<file path="config.mk">
export PLATFORM = sky130hd
export DESIGN_NAME = sar_conv_seq
export DESIGN_NICKNAME = d
export VERILOG_FILES = /design/src/rtl/sar_pkg.sv /design/src/rtl/sar_ctrl.sv /design/src/rtl/sar_dpath.sv /design/src/rtl/sar_tap_decode.sv /design/src/rtl/sar_conv_seq.sv
export SDC_FILE = /design/constraint.sdc
export NUM_CORES = 1
export LEC_CHECK = 0
export BUFFER_PORTS_ARGS = -buffer_cell sky130_fd_sc_hd__buf_4
export CORE_MARGIN = 2
export CORE_UTILIZATION = 35
export CTS_CLUSTER_SIZE = 40
export DETAILED_ROUTE_END_ITERATION = 8
export GPL_TIMING_DRIVEN = 0
export SLEW_MARGIN = 20
export SYNTH_ARGS = -nofsm -noshare
export SYNTH_HDL_FRONTEND = slang
export SYNTH_HIERARCHICAL = 1
export SYNTH_SLANG_ARGS = --single-unit
</file>
<file path="constraint.sdc">
create_clock -name clk -period 1.8 [get_ports clk]
set_input_delay 0.18 -clock clk [delete_from_list [all_inputs] [get_ports clk]]
set_output_delay 0.18 -clock clk [all_outputs]
set_load 0.03 [all_outputs]
</file>
<file path="src/rtl/sar_pkg.sv">
package sar_pkg;
  typedef struct packed {
    logic load;
    logic step;
    logic last;
  } sarStrobe_t;
endpackage

</file>
<file path="src/rtl/sar_ctrl.sv">
module sar_ctrl
  import sar_pkg::*;
#(
  parameter int RES_BITS = 10,
  localparam int IDXW = $clog2(RES_BITS)
) (
  input  logic            clk,
  input  logic            rst,
  input  logic            startPulse,
  output sarStrobe_t      strobe,
  output logic [IDXW-1:0] bitIdx,
  output logic            busy,
  output logic            done
);
  localparam logic [IDXW-1:0] TOP_IDX = IDXW'(RES_BITS - 1);

  always_comb begin
    strobe.load = !busy && startPulse;
    strobe.step = busy;
    strobe.last = busy && (bitIdx == '0);
  end

  always_ff @(posedge clk) begin
    if (rst) begin
      busy   <= 1'b0;
      bitIdx <= '0;
      done   <= 1'b0;
    end else begin
      done <= 1'b0;
      if (strobe.load) begin
        busy   <= 1'b1;
        bitIdx <= TOP_IDX;
      end else if (busy) begin
        if (bitIdx == '0) begin
          busy <= 1'b0;
          done <= 1'b1;
        end else begin
          bitIdx <= bitIdx - 1'b1;
        end
      end
    end
  end

  // one decision per busy cycle, counting down
  assert_idx_down_R4: assert property (@(posedge clk) disable iff (rst)
    busy && bitIdx != '0 |=> busy && bitIdx == IDXW'($past(bitIdx) - 1'b1));
  // completion pulse is a single cycle
  assert_done_pulse_R7: assert property (@(posedge clk) disable iff (rst)
    done |=> !done);
  // completion only when idle
  assert_done_idle_R7: assert property (@(posedge clk) disable iff (rst)
    done |-> !busy);
  // start while busy does not reload the step counter
  assert_start_ignored_R9: assert property (@(posedge clk) disable iff (rst)
    busy && startPulse && bitIdx != '0 |=> bitIdx != TOP_IDX);
endmodule

</file>
<file path="src/rtl/sar_dpath.sv">
module sar_dpath
  import sar_pkg::*;
#(
  parameter int RES_BITS = 10,
  localparam int IDXW = $clog2(RES_BITS)
) (
  input  logic                clk,
  input  logic                rst,
  input  sarStrobe_t          strobe,
  input  logic [IDXW-1:0]     bitIdx,
  input  logic                cmpBelow,
  output logic [RES_BITS-1:0] trialCode,
  output logic [RES_BITS-1:0] result
);
  localparam logic [RES_BITS-1:0] MSB_ONLY = {1'b1, {(RES_BITS-1){1'b0}}};

  logic [RES_BITS-1:0] nextCode;

  always_comb begin
    nextCode = trialCode;
    nextCode[bitIdx] = !cmpBelow;
    if (bitIdx != '0) nextCode[IDXW'(bitIdx - 1'b1)] = 1'b1;
  end

  always_ff @(posedge clk) begin
    if (rst) begin
      trialCode <= '0;
      result    <= '0;
    end else if (strobe.load) begin
      trialCode <= MSB_ONLY;
    end else if (strobe.step) begin
      trialCode <= nextCode;
      if (strobe.last) result <= nextCode;
    end
  end

  // a new search starts from mid-scale
  assert_load_msb_R2: assert property (@(posedge clk) disable iff (rst)
    strobe.load |=> trialCode == MSB_ONLY);
  // a "below" decision lowers the trial level
  assert_below_drops_R3: assert property (@(posedge clk) disable iff (rst)
    strobe.step && cmpBelow |=> trialCode < $past(trialCode));
  // a "keep" decision raises the trial level (except on the last bit)
  assert_keep_rises_R3: assert property (@(posedge clk) disable iff (rst)
    strobe.step && !cmpBelow && !strobe.last |=> trialCode > $past(trialCode));
  // result holds between completions
  assert_result_hold_R8: assert property (@(posedge clk) disable iff (rst)
    !strobe.last |=> $stable(result));
endmodule

</file>
<file path="src/rtl/sar_tap_decode.sv">
module sar_tap_decode #(
  parameter int SEL_BITS = 5,
  localparam int TAPS = 1 << SEL_BITS
) (
  input  logic [SEL_BITS-1:0] sel,
  output logic [TAPS-1:0]     tapSel
);
  for (genvar i = 0; i < TAPS; i++) begin : gTap
    assign tapSel[i] = (sel == SEL_BITS'(i));
  end
endmodule

</file>
<file path="src/rtl/sar_conv_seq.sv">
module sar_conv_seq
  import sar_pkg::*;
#(
  parameter int RES_BITS = 10,
  parameter int CAP_BITS = 5,
  localparam int TAP_BITS = RES_BITS - CAP_BITS,
  localparam int TAPS = 1 << TAP_BITS,
  localparam int IDXW = $clog2(RES_BITS)
) (
  input  logic                clk,
  input  logic                rst,
  input  logic                startPulse,
  input  logic                cmpBelow,
  output logic [CAP_BITS-1:0] capSwitch,
  output logic [TAPS-1:0]     tapSelect,
  output logic [RES_BITS-1:0] result,
  output logic                done,
  output logic                busy
);
  sarStrobe_t          strobe;
  logic [IDXW-1:0]     bitIdx;
  logic [RES_BITS-1:0] trialCode;

  sar_ctrl #(.RES_BITS(RES_BITS)) uCtrl (
    .clk(clk), .rst(rst), .startPulse(startPulse),
    .strobe(strobe), .bitIdx(bitIdx), .busy(busy), .done(done)
  );

  sar_dpath #(.RES_BITS(RES_BITS)) uDpath (
    .clk(clk), .rst(rst), .strobe(strobe), .bitIdx(bitIdx),
    .cmpBelow(cmpBelow), .trialCode(trialCode), .result(result)
  );

  assign capSwitch = trialCode[RES_BITS-1:TAP_BITS];

  sar_tap_decode #(.SEL_BITS(TAP_BITS)) uTap (
    .sel(trialCode[TAP_BITS-1:0]), .tapSel(tapSelect)
  );

  // exactly one resistor tap is selected
  assert_tap_onehot_R6: assert property (@(posedge clk) disable iff (rst)
    $countones(tapSelect) == 1);
endmodule

</file>
; ---- Word-level counts from Yosys, hierarchy flattened
; Cells that the tools add are included.
[op_classes]
n_reduce_logical = 15
n_bitwise = 4
muxes = 15
magnitude_cmp = 4
n_mul = 0
addsub = 1
n_eq_ne = 32
n_div = 0
shifts = 0
[op_table]
columns = cell, n
row1 = $eq 5x5->1 const B, 16
row2 = $eq 5x4->1 const B, 8
row3 = $mux 10, 3
row4 = $eq 5x3->1 const B, 4
row5 = $mux 4, 3
row6 = $bwmux 10, 1
row7 = $eq 5x2->1 const B, 2
row8 = $lt 4x5->1 const B, 2
row9 = $or 10x10->10, 1
row10 = $demux 1 s4, 2
row11 = $ge 4x1->1 const B, 2
row12 = $mux 1, 6
row13 = $eq 5x1->1 const B, 1
row14 = $logic_not 5->1, 1
row15 = $logic_and 1x1->1, 4
row16 = $logic_not 4->1, 1
row17 = $reduce_and 2->1, 2
row18 = $reduce_bool 4->1, 1
row19 = $sub 4x1->4 const B, 1
row20 = $not 1->1, 3
row21 = $reduce_and 3->1, 1
row22 = $reduce_or 3->1, 1
row23 = $logic_not 1->1, 2
row24 = $ne 2x2->1 const B, 1
row25 = other kinds (2), 2
[word_totals]
in_bits = 4
latch_bits = 0
mem_count = 0
word_cells = 78
output_inout_bits = 49
ram_bits = 0
romBits = 0
ff_bits = 26

; ---- Logic depth before layout (Yosys ltp)
; Gate-level depths: netlist of the first run.
[logic_depth]
depth_word = 9
mapped_depth = 6
ltp_nobuf = 6

; ---- By module
; The synthesis of the first run kept the hierarchy.
[modules_own_cells]
columns = mod, area_per_inst_um2, instances, cells_per_inst
row1 = sar_dpath, 1121.1, 1, 123
row2 = sar_ctrl, 289.0, 1, 31
row3 = sar_tap_decode, 221.5, 1, 47

; ---- Worst setup path after synthesis of the first run
; Ideal clock, no wire load.
[synth_path]
kind = flip-flop to flip-flop
from = reg uCtrl.busy
to = reg uDpath.result[9]
setup_time_ps = 87
path_stages_with_launch = 6
slack_ps = 166
period_less_slack_ps = 1634
n_path_buf = 0
arrival_ps = 1547
cell_sequence = dfxtp_1 > nor2b_1 > and3b_2 > and3b_1 > nand2b_2 > o31ai_1
[synth_lines]
columns = item, line
row1 = "start, declared", sar_ctrl.sv:12  ; output logic busy,
row2 = "start signal, assigned", sar_ctrl.sv:25  ; busy <= 1'b0;
row3 = "start signal, assigned", sar_ctrl.sv:31  ; busy <= 1'b1;
row4 = "start signal, assigned", sar_ctrl.sv:35  ; busy <= 1'b0;
row5 = "end signal, assigned", sar_dpath.sv:33  ; if (strobe.last) result <= nextCode;
row6 = "end, declared", sar_dpath.sv:13  ; output logic [RES_BITS-1:0] result

; ---- Worst setup path after layout of the first run
[layout_path]
from = reg uDpath.trialCode[3]
to = out tapSelect[28]
[layout_between]
elab_chain_len = 1
[layout_lines]
columns = item, line
row1 = "start, declared", sar_dpath.sv:12  ; output logic [RES_BITS-1:0] trialCode,
row2 = "start signal, assigned", sar_dpath.sv:32  ; trialCode <= nextCode;
row3 = $eq 5x5->1, sar_tap_decode.sv:9  ; assign tapSel[i] = (sel == SEL_BITS'(i));
row4 = "end, declared", sar_conv_seq.sv:15  ; output logic [TAPS-1:0] tapSelect,
; Every way passes these cells.

==> results of run 1 <==
cell usage after synthesis:
master | n | area [um2]
nor2_1 | 41 | 154
dfxtp_1 | 26 | 521
nand3b_1 | 13 | 97.6
mux2i_1 | 9 | 90.1
a21oi_1 | 7 | 35.0
clkbuf_1 | 7 | 26.3
o21ai_0 | 7 | 35.0
inv_1 | 6 | 22.5
nand2_1 | 6 | 22.5
nor2b_1 | 6 | 37.5
o31ai_1 | 5 | 37.5
a311oi_1 | 4 | 35.0
a31oi_1 | 4 | 25.0
buf_2 | 4 | 20.0
nand3_1 | 4 | 20.0
or3b_4 | 4 | 45.0
and4bb_2 | 3 | 37.5
buf_4 | 3 | 22.5
nand2b_1 | 3 | 18.8
nor4b_1 | 3 | 26.3
o21a_1 | 3 | 22.5
or2_2 | 3 | 18.8
a211oi_1 | 2 | 15.0
buf_6 | 2 | 22.5
nand4b_1 | 2 | 17.5
nor3_1 | 2 | 10.0
nor3b_1 | 2 | 15.0
nor4bb_1 | 2 | 20.0
o21ai_1 | 2 | 10.0
a2bb2oi_1 | 1 | 8.76
a31o_1 | 1 | 8.76
and3_2 | 1 | 7.51
and3b_1 | 1 | 8.76
and3b_2 | 1 | 10.0
ha_1 | 1 | 12.5
nand2b_2 | 1 | 8.76
nor3_2 | 1 | 10.0
nor3b_2 | 1 | 12.5
nor4_1 | 1 | 6.26
nor4_2 | 1 | 12.5
nor4b_2 | 1 | 15.0
o22ai_1 | 1 | 6.26
o41ai_1 | 1 | 8.76
or2b_2 | 1 | 8.76
or3_1 | 1 | 6.26
final timing paths:
check / slack, ps / to
max: 60 / tapSelect[28]
min: 140 / uCtrl/busy
max reg2reg: 150 / uDpath/result[8]
min reg2reg: 500 / uDpath/result[4]
through the flow:
stage	hold WS, ps	total power, W	utilization	std cells
after floorplan	249	0.000836	-	201
after global placement	437	0.000911	0.473	305
after detailed placement	444	0.000912	0.473	305
after CTS	140	0.00125	0.482	308
after global routing	138	0.00130	0.484	308
final	139	0.00123	0.484	308
state kept, by name, summed over array words and instances, names as in the netlist:
register / flops
uCtrl/done: 1
uDpath/result: 10
uCtrl/bitIdx: 4
uDpath/trialCode: 10
uCtrl/busy: 1
per-layer routing:
layer,vias up,GRT usage
li1,825,-
met5,-,0
met2,46,0.276
met1,779,0.260
met4,0,0.0294
met3,3,0.0306
worst max-delay path: stages (launching register included):
cell and delay (ps):
dfxtp_1 540, or3b_4 460, nor2_1 110, buf_4 170
logic make-up (layout without fill, tap and decap cells):
group | Yosys count | count (layout) | synth area share
adders and majority gates | 1 | 1 | 0.00767
DFF | 26 | 26 | 0.319
muxes | 9 | 9 | 0.0552
and+or+nand+nor | 105 | 105 | 0.396
buffers and inverters | 22 | 77 | 0.0698
AOI/OAI and AO/OA | 38 | 38 | 0.152
power breakdown:
part	leakage, nW	total (W)	internal, W	switching, W
registers	0.212	0.000620	0.000594	0.0000260
logic	0.652	0.000283	0.000120	0.000163
clock network	0.0216	0.000332	0.000150	0.000181
cell type report:
class / instances / share of cell area
Buffer: 16 / 0.0427
Clock buffer: 3 / 0.0193
Inverter: 6 / 0.0105
Multi-Input combinational cell: 153 / 0.469
Sequential cell: 26 / 0.245
Tap cell: 52 / 0.0304
Timing Repair Buffer: 52 / 0.183
==> metrics.cfg, run 1 <==
[pwr]
worst_ir_drop_vdd_uv = 393
cellLeakagePower_nw = 0.886
power.density_nw_per_um2 = 577

[yosys]
synth_nets = 206
postSynthAreaPerCell_um2 = 8.12
ys_warn_count = 6
ys_seq_area_frac = 0.319
ys_ff_latch = 26
syn-cell-area_um2 = 1630
synth_cells = 201
ys_types = 45

[final_layout]
drive_gt1_frac = 0.340
layout_commonest_cell = buf_4
diodes = 0
layout.nets = 263
design_area_um2 = 2140
multi_input_comb_area_um2 = 1000
final_cell_mix = buf_4 (55), nor2_1 (41), dfxtp_1 (23)
area_growth_pct = 31.1
regArea_um2 = 524
fill_cells = 466

[sta]
period_minus_slack_ps = 1740
setup_slack_ps = 64.2
worst_slew_pin_slew_ps = 462
rsz0062_at_grt = no
tns_ps = 0
max-slew-margin-rel = 0.692
finalCritPeriodShare = 0.964
setup_violations = 0
max_freq_ghz = 0.576
finalHoldViolCount = 0
final_max_slew_viol_count = 0
fin_skew_ps = 2.79

[critical_path]
reg2regPathDepth = 6
critical_path_required_ps = 1620
startpoint_type = flip-flop
crit_start = uDpath/trialCode[3]
critPathMaxFanout = 10
critPathKind = reg2out
end_kind = output port
crit_arrival_ps = 1560
timing.rr.start = uCtrl/bitIdx[1]

[floorplanning]
rows = 24
core_area_um2 = 4410
die_area_um2 = 5220
start_util = 0.370
io_pins = 53
die_h_um = 72.3
die_x_um = 72.3

[route]
wl_per_cell_um = 14.6
met2_wirelength_um = 2030
wl_met1_um = 2220
firstDrtPassIters = 4
wl_met3_um = 216
detail-route-antenna-nets = 0
drcViolationCount = 0
finalWirelength_um = 4490
drt_iter0_drc = 117
highest_layer = met4
vias_per_cell = 5.37
num_vias = 1653

[global_routing]
antenna_found_initial = 0
grt_pass1_wl_um = 7510
grt_util_all_layers = 0.177
grt_max_degree = 14
grt.overflow.total = 0
grt_pass1_vias = 1483

[clock_network]
cts_resized = 0
cts_buffers = 3
holdBufCountCts = 0
cts_tree = done
cts.clk_slew.worst_paths_ps = 80
cts_root_buffer = clkbuf_8
clock_latency_ps = 270
clock_path_buffers = 2
clock_sinks = 26
cts_setup_buffers = 0
cts.htree.levels = 1

[worst_hold_path]
hp-start = rst
hold-path-cell-count = 2
min_path_type = in2reg

[place]
io_buffers = 52
dp_hpwl_um = 3240
place_area_um2 = 2090
globalplace.congestion = 0.792
pre_cts_ws_ps = 50.3

[run]
drv_cap = 0

[status]
status = finished, final reports clean

No activity file was read; power rests on OpenSTA's default activity.
==> inputs of run 2 (changes only) <==
--- a/config.mk
+++ b/config.mk
@@ -5,6 +5,7 @@
 export SDC_FILE = /design/constraint.sdc
 export NUM_CORES = 1
 export LEC_CHECK = 0
+export ABC_AREA = 1
 export BUFFER_PORTS_ARGS = -buffer_cell sky130_fd_sc_hd__buf_4
 export CORE_MARGIN = 2
 export CORE_UTILIZATION = 35
==> run 2 against run 1 <==
Effect of this change:
- clock-buffer cell count unchanged
- fmax increased by 5.4%
- first-iteration DRC count is 31% lower
- setup slack better by 89 ps
- final area shrank 2.2%
- non-clock buffer count down 9
- worst hold slack worse by 59 ps
- routed wire length decreased by 11%
- total power is 22% higher
- global-route usage down 1.3 points
- critical path type is now reg2reg
- utilization shrank 0.090 points
==> metrics.cfg, run 2 <==
[yosys]
synth_nets = 267  ; +30%
synth_common_cells = nor2_1 (69), nand2_1 (47), inv_1 (32)
syn-cell-area_um2 = 1560  ; -4.4%
synth.area.mux_share = 0  ; -0.0552
synth-simple-area-share = 0.423  ; +0.0265
synth_cells = 262  ; +30%
synth_top_area_frac = 0.334  ; +0.0148
synthTopCellsByArea = dfxtp_1 (33%), nor2_1 (17%), nand2_1 (11%)
synth_compound_area_frac = 0.107  ; -0.0451
synthAdderAreaFrac = 0.00803  ; +0.000357
synth_top_family_by_area = simple AND/OR/NAND/NOR gates
postSynthAreaPerCell_um2 = 5.95  ; -27%
ys_warn_count = 6  ; unchanged
ys_ff_latch = 26  ; unchanged
async_flop_share = 0  ; unchanged
synth.most_common_cell = nor2_1
yosysTopAreaCell = dfxtp_1
synth-edff-count = 0  ; unchanged
ys_types = 24  ; -47%
ys_seq_area_frac = 0.334  ; +0.0148
synthXorXnorAreaFrac = 0  ; unchanged
synthFlopType = dfxtp_1

[critical_path]
end_kind = flip-flop
critPathKind = reg2reg
crit_arrival_ps = 1870  ; +310 ps
startpoint_type = flip-flop
critical_path_required_ps = 2020  ; +400 ps
critPathMaxFanout = 10  ; unchanged

[clock_network]
clock_latency_ps = 270  ; about the same
cts.clk_slew.worst_paths_ps = 90  ; about the same
holdBufCountCts = 0  ; unchanged
cts_tree = done
cts_buffers = 3  ; unchanged
cts.htree.levels = 1  ; unchanged
clock_sinks = 26  ; unchanged
clock_path_buffers = 2  ; unchanged
cts_root_buffer = clkbuf_8

[global_routing]
grt_util_all_layers = 0.164  ; -0.0128
grt_pass1_vias = 1517  ; +2.3%
grt.overflow.total = 0  ; unchanged
antenna_found_initial = 0  ; unchanged
grt_pass1_wl_um = 6830  ; -9.1%
grt_max_degree = 16  ; +2

[sta]
setup_slack_ps = 153  ; +88.6 ps
rsz0062_at_grt = no
max_freq_ghz = 0.607  ; +5.4%
max-slew-margin-rel = 0.719  ; +0.0267
setup_violations = 0  ; unchanged
final_max_slew_viol_count = 0  ; unchanged
finalHoldViolCount = 0  ; unchanged
worst_slew_pin_slew_ps = 421  ; -40.1 ps
tns_ps = 0  ; unchanged
fin_skew_ps = 2.31  ; -0.481 ps
finalCritPeriodShare = 0.915  ; -0.0492
period_minus_slack_ps = 1650  ; -88.6 ps

[final_layout]
area_growth_pct = 34.1
largest_registers = uDpath/result (10), uDpath/trialCode (10), uCtrl/bitIdx (4)
final_core_util = 0.484  ; -0.000903
diodes = 0  ; unchanged
design_area_um2 = 2090  ; -2.2%
layout.nets = 324  ; +23%
final_cell_mix = nor2_1 (69), buf_4 (55), nand2_1 (47)
layout_commonest_cell = nor2_1
drive_gt1_frac = 0.264  ; -0.0757

[floorplanning]
core_area_um2 = 4320  ; -2.0%
die_area_um2 = 5000  ; -4.2%
rows = 24  ; unchanged
die_x_um = 70.7  ; -2.1%
die_h_um = 70.7  ; -2.1%
start_util = 0.361  ; -0.00908
io_pins = 53  ; unchanged

[pwr]
power.density_nw_per_um2 = 718  ; +24%
combPwrFrac = 0.244  ; +0.015
worst_ir_drop_vdd_uv = 362  ; -8.0%
switching_share = 0.317  ; +0.0165
total_power_w = 0.00150  ; +22%
cellLeakagePower_nw = 1.10  ; +25%
power.internal_w = 0.00103  ; +19%
pwr-share-seq = 0.431  ; -0.071
p_switching_w = 0.000475  ; +28%
p_clk_frac = 0.325  ; +0.056

[route]
drcViolationCount = 0  ; unchanged
highest_layer = met4
wl_met1_um = 1850  ; -17%
wl_met3_um = 287  ; +33%
firstDrtPassIters = 4  ; unchanged
drt_iter0_drc = 81  ; -31%
vias_per_cell = 4.66  ; -13%
wl_per_cell_um = 10.8  ; -26%
met2_wirelength_um = 1830  ; -10%
detail-route-antenna-nets = 0  ; unchanged
num_vias = 1723  ; +4.2%
finalWirelength_um = 4000  ; -11%

[run]
drv_cap = 0  ; unchanged

[place]
dp_hpwl_um = 3170  ; -2.1%
pre_cts_ws_ps = 52.6  ; +2.30 ps
place_area_um2 = 2010  ; -3.5%
globalplace.congestion = 0.840  ; +6.1%
io_buffers = 52  ; unchanged

[status]
status = finished, final reports clean

[worst_hold_path]
min_path_type = in2reg

-- run 2: worst paths after layout --
check | start | to | slack, ps | depth (start not counted)
worst max register to register | uCtrl/bitIdx[0] | uDpath/result[3] | 150 | 11
worst max-delay path | uCtrl/bitIdx[0] | uDpath/result[3] | 150 | 11
worst min register to register | uDpath/result[5] | uDpath/result[5] | 540 | 2
worst min-delay path | rst | uCtrl/busy | 80 | 2
-- run 2: cell families (layout without fill, tap and decap cells) --
family / after synthesis / after routing
simple gates: 156 / 156
flops: 26 / 26
compound gates: 32 / 32
buf+inv: 47 / 103
fa+ha+maj: 1 / 1
-- run 2: worst max-delay path: stages (launching register included) --
cell and delay (ps):
dfxtp_2 390, inv_1 110, ha_2 220, nand3_2 130, nor2_1 110, nand2_1 70, nor2_2 150, buf_4 190
nor2_1 50, nor2_1 70, o21ai_0 80, inv_1 50
-- run 2: metrics by stage --
step | hold slack [ps] | instances
floorplan | 252 | 262
global placement | 374 | 366
detailed placement | 374 | 366
CTS | 77.6 | 370
global route | 90.3 | 370
finish | 80.2 | 370
-- run 2: area by class of cell --
class | instances | area, um2
fill | 489 | 2230
tap | 52 | 65.1
multi-input combinational | 189 | 841
inverter | 40 | 153
sequential | 26 | 523
clock inverter | 1 | 30.0
clock buffer | 3 | 41.3
timing repair buffer | 52 | 390
buffer | 7 | 47.5
-- run 2: what timing repair did --
action                                  CTS  global route
gates resized for setup                   0             4
endpoints found under the setup margin    0            10
buffers inserted                          0             0
-- run 2: power by group through the flow --
stage | registers [W] | logic (W) | clock network [W]
after CTS | 0.000647 | 0.000368 | 0.000506
after floorplan | 0.000683 | 0.000235 | 0
after global placement | 0.000660 | 0.000366 | 0
after detailed placement | 0.000661 | 0.000366 | 0
after global routing | 0.000656 | 0.000414 | 0.000524
final | 0.000648 | 0.000366 | 0.000487
-- run 2: routing by layer --
metal,vias up,global-route usage
met5,-,0
met4,0,0.0377
met3,2,0.0285
met2,46,0.274
met1,751,0.223
li1,924,-
